### config.mk
export PLATFORM = sky130hd
export DESIGN_NAME = vfd_shift_driver
export DESIGN_NICKNAME = d
export VERILOG_FILES = /design/src/rtl/vfd_shift_driver.sv
export SDC_FILE = /design/constraint.sdc
export NUM_CORES = 1
export LEC_CHECK = 0
export ABC_AREA = 0
export BUFFER_PORTS_ARGS = -buffer_cell sky130_fd_sc_hd__buf_2
export CORE_MARGIN = 5
export CORE_UTILIZATION = 53
export DETAILED_ROUTE_END_ITERATION = 16
export PLACE_DENSITY = 0.77
export SYNTH_ARGS = -nofsm -noshare
export SYNTH_HDL_FRONTEND = slang
export SYNTH_SLANG_ARGS = --single-unit
export TNS_END_PERCENT = 10
### constraint.sdc
create_clock -name clk -period 1.3 [get_ports clk]
set_input_delay 0.13 -clock clk [delete_from_list [all_inputs] [get_ports clk]]
set_output_delay 0.13 -clock clk [all_outputs]
set_load 0.005 [all_outputs]
### src/rtl/vfd_shift_driver.sv
module vfd_shift_driver #(
  parameter int NCH         = 12,
  parameter int SYNC_STAGES = 2
) (
  input  logic           clk,
  input  logic           rst,
  input  logic           shift_clk,
  input  logic           ser_in,
  input  logic           load_en,
  input  logic           gate_n,
  output logic [NCH-1:0] drive_out,
  output logic           ser_out
);
  localparam int NIN = 4;

  logic [NIN-1:0] raw_in;
  logic [NIN-1:0] sync_q [SYNC_STAGES];
  logic [NIN-1:0] synced;
  logic           s_clk, s_din, s_le, s_gate_n;
  logic           clk_prev;
  logic           rise;
  logic [NCH-1:0] sr, sr_next, lat;

  assign raw_in = {gate_n, load_en, ser_in, shift_clk};

  for (genvar g = 0; g < SYNC_STAGES; g++) begin : g_sync
    if (g == 0) begin : g_first
      always_ff @(posedge clk)
        if (rst) sync_q[g] <= '1;
        else     sync_q[g] <= raw_in;
    end else begin : g_next
      always_ff @(posedge clk)
        if (rst) sync_q[g] <= '1;
        else     sync_q[g] <= sync_q[g-1];
    end
  end

  assign synced   = sync_q[SYNC_STAGES-1];
  assign s_clk    = synced[0];
  assign s_din    = synced[1];
  assign s_le     = synced[2];
  assign s_gate_n = synced[3];

  always_ff @(posedge clk)
    if (rst) clk_prev <= 1'b1;
    else     clk_prev <= s_clk;

  assign rise    = s_clk & ~clk_prev;
  assign sr_next = rise ? {sr[NCH-2:0], s_din} : sr;

  always_ff @(posedge clk)
    if (rst) begin
      sr  <= '0;
      lat <= '0;
    end else begin
      sr <= sr_next;
      if (s_le) lat <= sr_next;
    end

  assign drive_out = s_gate_n ? '0 : lat;
  assign ser_out   = sr[NCH-1];
endmodule

Word level (Yosys, flattened, before mapping)
Memories as Yosys holds them, arrays and structs flattened.
Cells that the tools add are included.
{ "op_classes": {"bitwise_logic": 4, "mux": 7} }
{ "ops": {"columns": ["cell", "n"], "rows": [
  ["$mux 12", 2],
  ["$mux 4", 2],
  ["$mux 1", 3],
  ["$or 1x1->1", 2],
  ["$and 1x1->1", 1],
  ["$not 1->1", 1]
]} }
{ "totals": {"output_inout_bits": 13, "inputBits": 6, "word_cells": 15, "mem_count": 1, "ram_bits": 8, "regBits": 25} }
{ "mem_list": {"columns": ["memory", "depth", "word_bits", "read_ports", "rd_clocked_by_memory_dff", "write_ports", "line_no", "source"], "rows": [
  ["sync_q", 2, 4, 2, 0, 2, "17", "logic [NIN-1:0] sync_q [SYNC_STAGES];"]
]} }

Logic depth before layout (Yosys ltp)
Gate-level depths: netlist of the first run.
{ "logic_depth": {"word_depth": 3, "mapped_depth": 4, "ltp_nobuf": 3} }

Worst setup path after synthesis of the first run
OpenSTA, ideal clock, no wires.
{ "synth_timing": {"kind": "register to register", "start": "memory sync_q[1][0]", "end": "register lat[10]", "path_slack_ps": 234, "path_stages_with_launch": 5, "t_arrival_ps": 929, "n_path_buf": 1, "path_cell_list": "dfxtp_1 -> nor2b_4 -> buf_12 -> mux2i_1 -> a211oi_1"} }
{ "synth_rtl": {"columns": ["item", "line_no", "source"], "rows": [
  ["start: declaration", "17", null],
  ["end signal: assignment", "57", "if (s_le) lat <= sr_next;"],
  ["end: declaration", "22", "logic [NCH-1:0] sr, sr_next, lat;"]
]} }

==> impl_metrics.json, run 1 <==
{
  "outcome": "finished, final reports clean",
  "r2r_setup_slack_ns": 0.17,
  "io_pins": 19,
  "finalSetupViolCount": 0,
  "grt_pass1_vias": 769,
  "synth_edf_count": 0,
  "p_leak_nw": 0.541,
  "die_w_um": 56.6,
  "dieHeight_um": 56.6,
  "synth_area_per_cell_sq_um": 10.5,
  "portBuffers": 18,
  "die_area_sq_um": 3200,
  "maxUsedRoutingLayer": "met4",
  "cts_setup_buffers": 0,
  "fin_ws_ns": 0.174,
  "hold_viol": 0,
  "drt-initial-drc-count": 9,
  "cts_max_level": 2,
  "fin_crit_ns": 1.13,
  "num_vias": 768,
  "yosys_register_bits": 33,
  "cp_cell_sequence": "nor2b_4 > buf_12 > mux2i_1 > a211oi_1",
  "fmax_mhz": 888,
  "synth_async_sr_flop_share_pct": 0,
  "synth_area_leaders": "dfxtp_1 57%, mux2i_1 10%, a211oi_1 7.8%",
  "fin_tns_setup_ns": 0,
  "path_depth": 4,
  "post-route-util_pct": 67.0,
  "netlist_area_sq_um": 1150,
  "grt_util_all_layers_pct": 13.5,
  "path_class": "register to register",
  "path_clk_slew_ns": 0.09,
  "endpoint": "lat[11]",
  "diodes": 0,
  "clkPwrFrac_pct": 32.8,
  "routed_wl_um": 1790,
  "cts_buffer_depth": 2,
  "p_comb_share_pct": 4.7,
  "min-delay-path-class": "primary input to register",
  "startpoint": "sync_q[1][0]",
  "worstRegToRegCells": 4,
  "drtPass1Iterations": 3,
  "worstReg2RegEnd": "lat[11]",
  "nets": 140,
  "skew_ns": 0.00981,
  "post-dp-hpwl_um": 1190,
  "yosys_warnings": 0,
  "post-route-period-util_pct": 86.6,
  "irDropWorstVdd_mv": 0.819,
  "cts_buffers": 5,
  "dp_slack_ns": 0.182,
  "syn_to_final_growth_pct": 17.7,
  "gp_congestion": 0.667,
  "tightest_slew_ns": 0.486,
  "drc_errors": 0,
  "start_kind": "register",
  "ys_types": 10,
  "synth.most_common_cell": "dfxtp_1",
  "met2_length_um": 864,
  "syn_inst": 110,
  "ys_seq_area_share_pct": 57.5,
  "cp.arrival_ns": 1.30,
  "critPathTopFamily": "flip-flops",
  "crit_path_top_delay_cell": "dfxtp_1",
  "m1WireLength_um": 797,
  "critical_path_buf_inv_count": 1,
  "clockRootBuffer": "clkbuf_4",
  "slew_headroom_pct": 67.6,
  "fp.coreArea_sq_um": 2020,
  "final.fill_count": 184,
  "cpPeakStageDelay_ns": 0.33,
  "grt_max_degree": 34,
  "antenna_left": 0,
  "critPathMaxFanout": 12,
  "row_count": 16,
  "end_kind": "register",
  "power.density_nw_per_um2": 1240,
  "drv_cap": 0,
  "synth_top_cell_by_area": "dfxtp_1",
  "synth_top_area_share_pct": 57.5,
  "crit_required_ns": 1.48,
  "grt_pass1_wl_um": 3300,
  "dr_wl_met3_um": 100,
  "rsz0062_at_grt": "false",
  "insertion_delay_ns": 0.32,
  "grt_antenna_before_repair": 0,
  "synth_fp_nets": 116,
  "vias_per_cell": 4.77,
  "synth_common_cells": "33 x dfxtp_1, 24 x nor2_1, 12 x a211oi_1, 12 x mux2i_1, 12 x nor2b_1",
  "cts_tree": "done",
  "synth_ff_type": "dfxtp_1",
  "overflow": 0,
  "slew_violations": 0,
  "cts_sinks": 33,
  "drive_gt1_share_pct": 20.9,
  "switching_power_w": 0.000345,
  "p_int_w": 0.00133,
  "start_util_pct": 56.9,
  "swShare_pct": 20.6,
  "wl_per_cell_um": 11.1,
  "rr_startpoint": "sync_q[1][0]",
  "pwr-share-seq_pct": 62.5
}
## power groups by stage
| stage | sequential [W] | clock [W] | combinational [W] |
|---|---|---|---|
| global route | 0.00105 | 0.000626 | 0.0000909 |
| detailed placement | 0.00107 | 0 | 0.0000712 |
| global placement | 0.00107 | 0 | 0.0000696 |
| finish | 0.00105 | 0.000550 | 0.0000787 |
| CTS | 0.00105 | 0.000572 | 0.0000804 |
| floorplan | 0.00107 | 0 | 0.0000561 |
## worst reg2reg max path, stage by stage, from the launching register on
cell and delay (ns):
dfxtp_1 0.33, nor2b_4 0.15, buf_12 0.15, mux2i_1 0.25, a211oi_1 0.10
## cell type report
type	count	area, sq um	share of cell area, %
flip-flops and latches	33	662	48.9
well taps	27	33.8	2.50
multi-input cells	70	445	32.9
repair buffers	24	158	11.6
clock buffers	7	55.1	4.07
## worst min path at each step
stage | start | to | depth (start not counted)
after floorplan | shift_clk | sync_q[0][0] | 1
after detailed placement | shift_clk | sync_q[0][0] | 2
after global placement | gate_n | sync_q[0][3] | 2
after CTS | rst | sr[0] | 2
final | rst | sr[0] | 2
after global routing | rst | sr[0] | 2
## per-layer routing
metal | GRT usage, % | vias to the layer above
met5 | 0 | -
met4 | 8.14 | 0
met3 | 5.73 | 4
met2 | 21.8 | 15
met1 | 14.5 | 340
li1 | - | 409
## registers in the layout, summed over array words and instances (netlist names)
name      count
clk_prev      1
sr           12
lat          12
sync_q        8
## cells by family (layout without fill, tap and decap cells)
| group | Yosys count | after routing | share of synthesized area, % |
|---|---|---|---|
| AO/OA/AOI/OAI | 12 | 12 | 7.83 |
| buffers and inverters | 7 | 31 | 3.81 |
| flip-flops | 33 | 33 | 57.5 |
| multiplexers | 12 | 12 | 10.4 |
| AND/OR/NAND/NOR | 46 | 46 | 20.5 |
## cells in the final DEF, fill, tap and decap left out
cell / count
clkbuf_8: 1
dfxtp_2: 1
nor2_1: 24
buf_12: 1
dfxtp_1: 32
buf_2: 18
buf_4: 1
nor2b_4: 1
dlygate4sd3_1: 4
clkbuf_4: 5
a211oi_1: 12
clkbuf_1: 1
nor2b_1: 12
or2_1: 9
mux2i_1: 12
## metrics by stage
step | hold slack, ns | power, W | cell area [sq um] | cells
2_1_floorplan | 0.227 | 0.00112 | 1150 | 110
3_3_place_gp | 0.308 | 0.00114 | 1260 | 150
3_5_place_dp | 0.312 | 0.00114 | 1260 | 150
4_1_cts | 0.248 | 0.00170 | 1350 | 161
5_1_grt | 0.275 | 0.00177 | 1350 | 161
6_report | 0.246 | 0.00168 | 1350 | 161
## what timing repair did
item | in CTS | in global routing
hold endpoints to repair | 4 | 0
gates resized for setup | 1 | 0
hold buffers | 4 | 0
setup endpoints to repair | 3 | 0
No activity file was read; power rests on OpenSTA's default activity.
==> run 2: changes to the inputs <==
==> constraint.sdc (replaced) <==
create_clock -name clk -period 1.3 [get_ports clk]
set_input_delay 0.26 -clock clk [delete_from_list [all_inputs] [get_ports clk]]
set_output_delay 0.26 -clock clk [all_outputs]
set_load 0.005 [all_outputs]
==> run 2 against run 1 <==
Compared with the run above:
- hold slack worse by 0.14 ns
- critical endpoint is now drive_out[1]
- fmax is 6.7% lower
- cell count shrank 1.9%
- critical path type is now register to output pin
- sequential share of layout area grew 1.0 points
- power grew 4.2%
==> impl_metrics.json, run 2 (synthesis gave the netlist of run 1 again) <==
{
  "outcome": "finished, final reports clean",
  "r2r_setup_slack_ns": 0.16,
  "insertion_delay_ns": 0.32,
  "start_kind": "register",
  "cp.arrival_ns": 0.95,
  "wl_per_cell_um": 11.4,
  "cts_setup_buffers": 0,
  "post-route-period-util_pct": 92.8,
  "path_clk_slew_ns": 0.09,
  "fin_crit_ns": 1.21,
  "crit_required_ns": 1.04,
  "grt_util_all_layers_pct": 14.0,
  "clkPwrFrac_pct": 36.1,
  "clockRootBuffer": "clkbuf_4",
  "pwr-share-seq_pct": 59.9,
  "drt-initial-drc-count": 10,
  "cts_tree": "done",
  "cts_buffers": 5,
  "hold_buffers": 0,
  "rr_startpoint": "sync_q[1][0]",
  "antenna_left": 0,
  "die_area_sq_um": 3200,
  "power.density_nw_per_um2": 1310,
  "num_vias": 789,
  "die_w_um": 56.6,
  "portBuffers": 18,
  "p_int_w": 0.00138,
  "p_leak_nw": 0.535,
  "overflow": 0,
  "end_kind": "output pin",
  "dp.cells": 151,
  "io_pins": 19,
  "path_class": "register to output pin",
  "fin_ws_ns": 0.0937,
  "start_util_pct": 56.9,
  "final.fill_count": 179,
  "finalSetupViolCount": 0,
  "drc_errors": 0,
  "nets": 136,
  "rsz0062_at_grt": "true",
  "cts_buffer_depth": 2,
  "worstReg2RegEnd": "lat[6]",
  "diodes": 0,
  "critPathMaxFanout": 12,
  "cts_sinks": 33,
  "grt_pass1_wl_um": 3390,
  "post-dp-hpwl_um": 1200,
  "fin_tns_setup_ns": 0,
  "holdCritStartpoint": "load_en",
  "gp_congestion": 0.669,
  "cts_max_level": 2,
  "vias_per_cell": 4.99,
  "grt_antenna_before_repair": 0,
  "row_count": 16,
  "slew_headroom_pct": 66.8,
  "fp.coreArea_sq_um": 2020,
  "worstHoldEndpoint": "sync_q[0][2]",
  "syn_to_final_growth_pct": 15.8,
  "switching_power_w": 0.000365,
  "mostFrequentLayoutCell": "dfxtp_1",
  "hold_viol": 0,
  "dp_slack_ns": 0.160,
  "layout_common_cells": "32 x dfxtp_1, 24 x nor2_1, 18 x buf_2",
  "fmax_mhz": 829,
  "min-delay-path-class": "primary input to register",
  "drive_gt1_share_pct": 22.9,
  "drv_cap": 0,
  "p_comb_share_pct": 4.0,
  "hold_depth": 2,
  "grt_max_degree": 34,
  "swShare_pct": 20.9,
  "routed_wl_um": 1810,
  "tightest_slew_ns": 0.498,
  "slew_violations": 0,
  "worstRegToRegCells": 4,
  "dieHeight_um": 56.6,
  "grt_pass1_vias": 773,
  "irDropWorstVdd_mv": 0.953,
  "skew_ns": 0.00618,
  "largestRegisters": "lat (12), sr (12), sync_q (8)",
  "fin_cells": 158,
  "drtPass1Iterations": 4
}
## run 2: changes by cell type in the layout (fill, tap and decap cells not counted)
cell | previous run | this run
clkbuf_1 | 1 | 0
dfxtp_4 | 0 | 1
dlygate4sd3_1 | 4 | 0
clkbuf_8 | 1 | 2
dfxtp_2 | 1 | 0
clkinv_2 | 0 | 1
## run 2: through the flow
| step | instance area, sq um | util (%) | total power [W] | hold slack [ns] |
|---|---|---|---|---|
| after detailed placement | 1260 | 62.6 | 0.00114 | 0.393 |
| after global placement | 1260 | 62.6 | 0.00114 | 0.386 |
| after floorplan | 1150 | - | 0.00112 | 0.357 |
| final | 1330 | 65.8 | 0.00175 | 0.106 |
| after global routing | 1330 | 65.8 | 0.00184 | 0.0869 |
| after CTS | 1340 | 66.2 | 0.00177 | 0.0970 |
## run 2: area by class of cell
| type | count | area (sq um) | share of cell area (%) |
|---|---|---|---|
| well taps | 27 | 33.8 | 2.54 |
| flip-flops and latches | 33 | 664 | 49.9 |
| repair buffers | 20 | 118 | 8.83 |
| multi-input cells | 70 | 445 | 33.5 |
| clock inverters | 1 | 5.00 | 0.376 |
| clock buffers | 7 | 65.1 | 4.89 |
## run 2: how the worst max path moves through the flow
stage,start,depth (start not counted),to
6_report,sync_q[1][3],2,drive_out[1]
5_1_grt,sync_q[1][3],2,drive_out[3]
4_1_cts,sync_q[1][3],3,drive_out[1]
3_5_place_dp,sync_q[1][0],4,lat[4]
3_3_place_gp,sync_q[1][0],4,lat[11]
2_1_floorplan,sync_q[1][0],4,lat[10]
## run 2: critical path: stages, from the launching register on
cell     delay, ns
dfxtp_4       0.40
nor2b_1       0.11
buf_2         0.12
## run 2: per-layer routing
layer / track usage [%] / part of all wire (%)
met4: 6.10 / 1.8
met5: 0 / 0
met3: 7.57 / 6.4
met2: 22.4 / 49
met1: 15.0 / 42
## run 2: power groups by stage
stage | clock network (W) | logic (W) | registers, W
after floorplan | 0 | 0.0000561 | 0.00107
after global placement | 0 | 0.0000757 | 0.00107
after detailed placement | 0 | 0.0000778 | 0.00107
after CTS | 0.000649 | 0.0000785 | 0.00104
after global routing | 0.000706 | 0.0000813 | 0.00105
final | 0.000629 | 0.0000703 | 0.00105
## run 2: what timing repair did
| item | 4_1_cts | 5_1_grt |
|---|---|---|
| endpoints found under the setup margin | 2 | 12 |
| hold endpoints to repair | 0 | 0 |
| gates resized for setup | 1 | 2 |
==> run 3: changes to the inputs <==
--- a/config.mk
+++ b/config.mk
@@ -9,6 +9,7 @@
 export BUFFER_PORTS_ARGS = -buffer_cell sky130_fd_sc_hd__buf_2
 export CORE_MARGIN = 5
 export CORE_UTILIZATION = 53
+export CTS_CLUSTER_DIAMETER = 40
 export DETAILED_ROUTE_END_ITERATION = 16
 export PLACE_DENSITY = 0.77
 export SYNTH_ARGS = -nofsm -noshare
==> constraint.sdc (replaced) <==
create_clock -name clk -period 1.2 [get_ports clk]
set_input_delay 0.24 -clock clk [delete_from_list [all_inputs] [get_ports clk]]
set_output_delay 0.24 -clock clk [all_outputs]
set_load 0.005 [all_outputs]
==> run 3 against run 2 <==
Compared with the run above:
- die area unchanged
- hold slack lost 0.0033 ns
- clock power decreased by 12%
- power rose by 1.5%
- first-iteration DRC count fell by 40%
- critical path type unchanged
- largest power group unchanged
==> impl_metrics.json, run 3 (synthesis gave the netlist of run 1 again) <==
{
  "dieHeight_um": 56.6,
  "cpPeakStageDelay_ns": 0.40,
  "design_area_sq_um": 1330,
  "antenna_left": 0,
  "die_area_sq_um": 3200,
  "pwr-share-seq_pct": 64.1,
  "crit_required_ns": 0.96,
  "post_dp_cell_area_sq_um": 1280,
  "dp.cells": 151,
  "outcome": "finished, final reports clean",
  "largestRegisters": "lat (12), sr (12), sync_q (8)",
  "grt_max_degree": 34,
  "portBuffers": 18,
  "p_leak_nw": 0.526,
  "rsz0062_at_grt": "true",
  "drt-initial-drc-count": 6,
  "post-route-util_pct": 65.7,
  "p_int_w": 0.00139,
  "syn_to_final_growth_pct": 15.6,
  "cts_tree": "done",
  "diodes": 0,
  "fin_cells": 158,
  "cts_setup_buffers": 0,
  "drtPass1Iterations": 4,
  "vias_per_cell": 4.72,
  "finalSetupViolCount": 0,
  "swShare_pct": 21.4,
  "slew_headroom_pct": 64.8,
  "switching_power_w": 0.000378,
  "finalPower_w": 0.00177,
  "start_util_pct": 56.9,
  "cts_buffer_depth": 2,
  "overflow": 0,
  "hold_viol": 0,
  "wl_per_cell_um": 11.1,
  "mostFrequentLayoutCell": "dfxtp_1",
  "nets": 136,
  "drc_errors": 0,
  "cts_sinks": 33,
  "gp_congestion": 0.689,
  "io_pins": 19,
  "layout_common_cells": "32 x dfxtp_1, 24 x nor2_1, 18 x buf_2",
  "num_vias": 746,
  "grt_pass1_wl_um": 3030,
  "die_w_um": 56.6,
  "cp.arrival_ns": 0.95,
  "row_count": 16,
  "post-route-period-util_pct": 98.9,
  "clkPwrFrac_pct": 31.4,
  "crit_path_top_delay_cell": "dfxtp_4",
  "routed_wl_um": 1750,
  "fin_crit_ns": 1.19,
  "cts_max_level": 2,
  "path_clk_slew_ns": 0.09,
  "grt_util_all_layers_pct": 12.2,
  "insertion_delay_ns": 0.31,
  "cp_cell_sequence": "nor2b_1 > buf_2",
  "slew_violations": 0,
  "grt_antenna_before_repair": 0,
  "drv_cap": 0,
  "post-dp-hpwl_um": 1160,
  "drive_gt1_share_pct": 22.1,
  "skew_ns": 0.00495,
  "end_kind": "output pin",
  "critPathMaxFanout": 12,
  "path_class": "register to output pin",
  "grt_pass1_vias": 678,
  "power.density_nw_per_um2": 1330,
  "start_kind": "register",
  "irDropWorstVdd_mv": 0.924,
  "fp.coreArea_sq_um": 2020,
  "cts_buffers": 5,
  "tightest_slew_ns": 0.528,
  "clockRootBuffer": "clkbuf_4",
  "fmax_mhz": 843,
  "min-delay-path-class": "primary input to register",
  "p_comb_share_pct": 4.5
}
-- run 3: cell types whose count changed in the layout (fill, tap and decap cells not counted), sizes merged --
cell / change
clkbuf: +1
clkinv: -1
-- run 3: what timing repair did --
action / in CTS / in global routing
hold buffers: 0 / 0
gates resized for setup: 1 / 4
setup endpoints to repair: 12 / 16
-- run 3: critical path: cells and delay by family (launching register included) --
family	cells	cell delay [ns]
flip-flops	1	0.40
buffers and inverters	1	0.12
AND/OR/NAND/NOR	1	0.12
-- run 3: stage by stage --
step	hold slack, ns	setup TNS, ns	setup WS [ns]
CTS	0.0939	-0.444	-0.0549
detailed placement	0.394	0	0.0646
global route	0.0880	-0.652	-0.0757
finish	0.103	0	0.0135
floorplan	0.337	0	0.134
global placement	0.387	0	0.106
-- run 3: layout make-up --
cell class | instances | area [sq um]
Multi-Input combinational cell | 70 | 452
Fill cell | 167 | 693
Timing Repair Buffer | 20 | 130
Clock buffer | 8 | 48.8
Tap cell | 27 | 33.8
Sequential cell | 33 | 664
-- run 3: worst paths after layout --
kind | from | to | slack [ns] | cells after the start
worst max-delay path | sync_q[1][3] | drive_out[0] | 0.01 | 2
worst min-delay path | ser_in | sync_q[0][1] | 0.10 | 2
worst max register to register | sync_q[1][0] | lat[0] | 0.05 | 4
worst min register to register | sync_q[0][3] | sync_q[1][3] | 0.41 | 1
-- run 3: per-layer routing --
layer	global-route usage, %	vias up	share of wire (%)
li1	-	408	-
met1	15.4	319	48
met5	0	-	0
met2	17.8	15	45
met4	6.10	0	1.2
met3	4.82	4	5.6
-- run 3: power groups by stage --
stage          combinational, W  sequential (W)  clock [W]
2_1_floorplan         0.0000608         0.00115          0
3_3_place_gp          0.0000851         0.00116          0
3_5_place_dp          0.0000874         0.00116          0
4_1_cts               0.0000882         0.00113   0.000571
5_1_grt               0.0000903         0.00114   0.000637
6_report              0.0000803         0.00113   0.000556
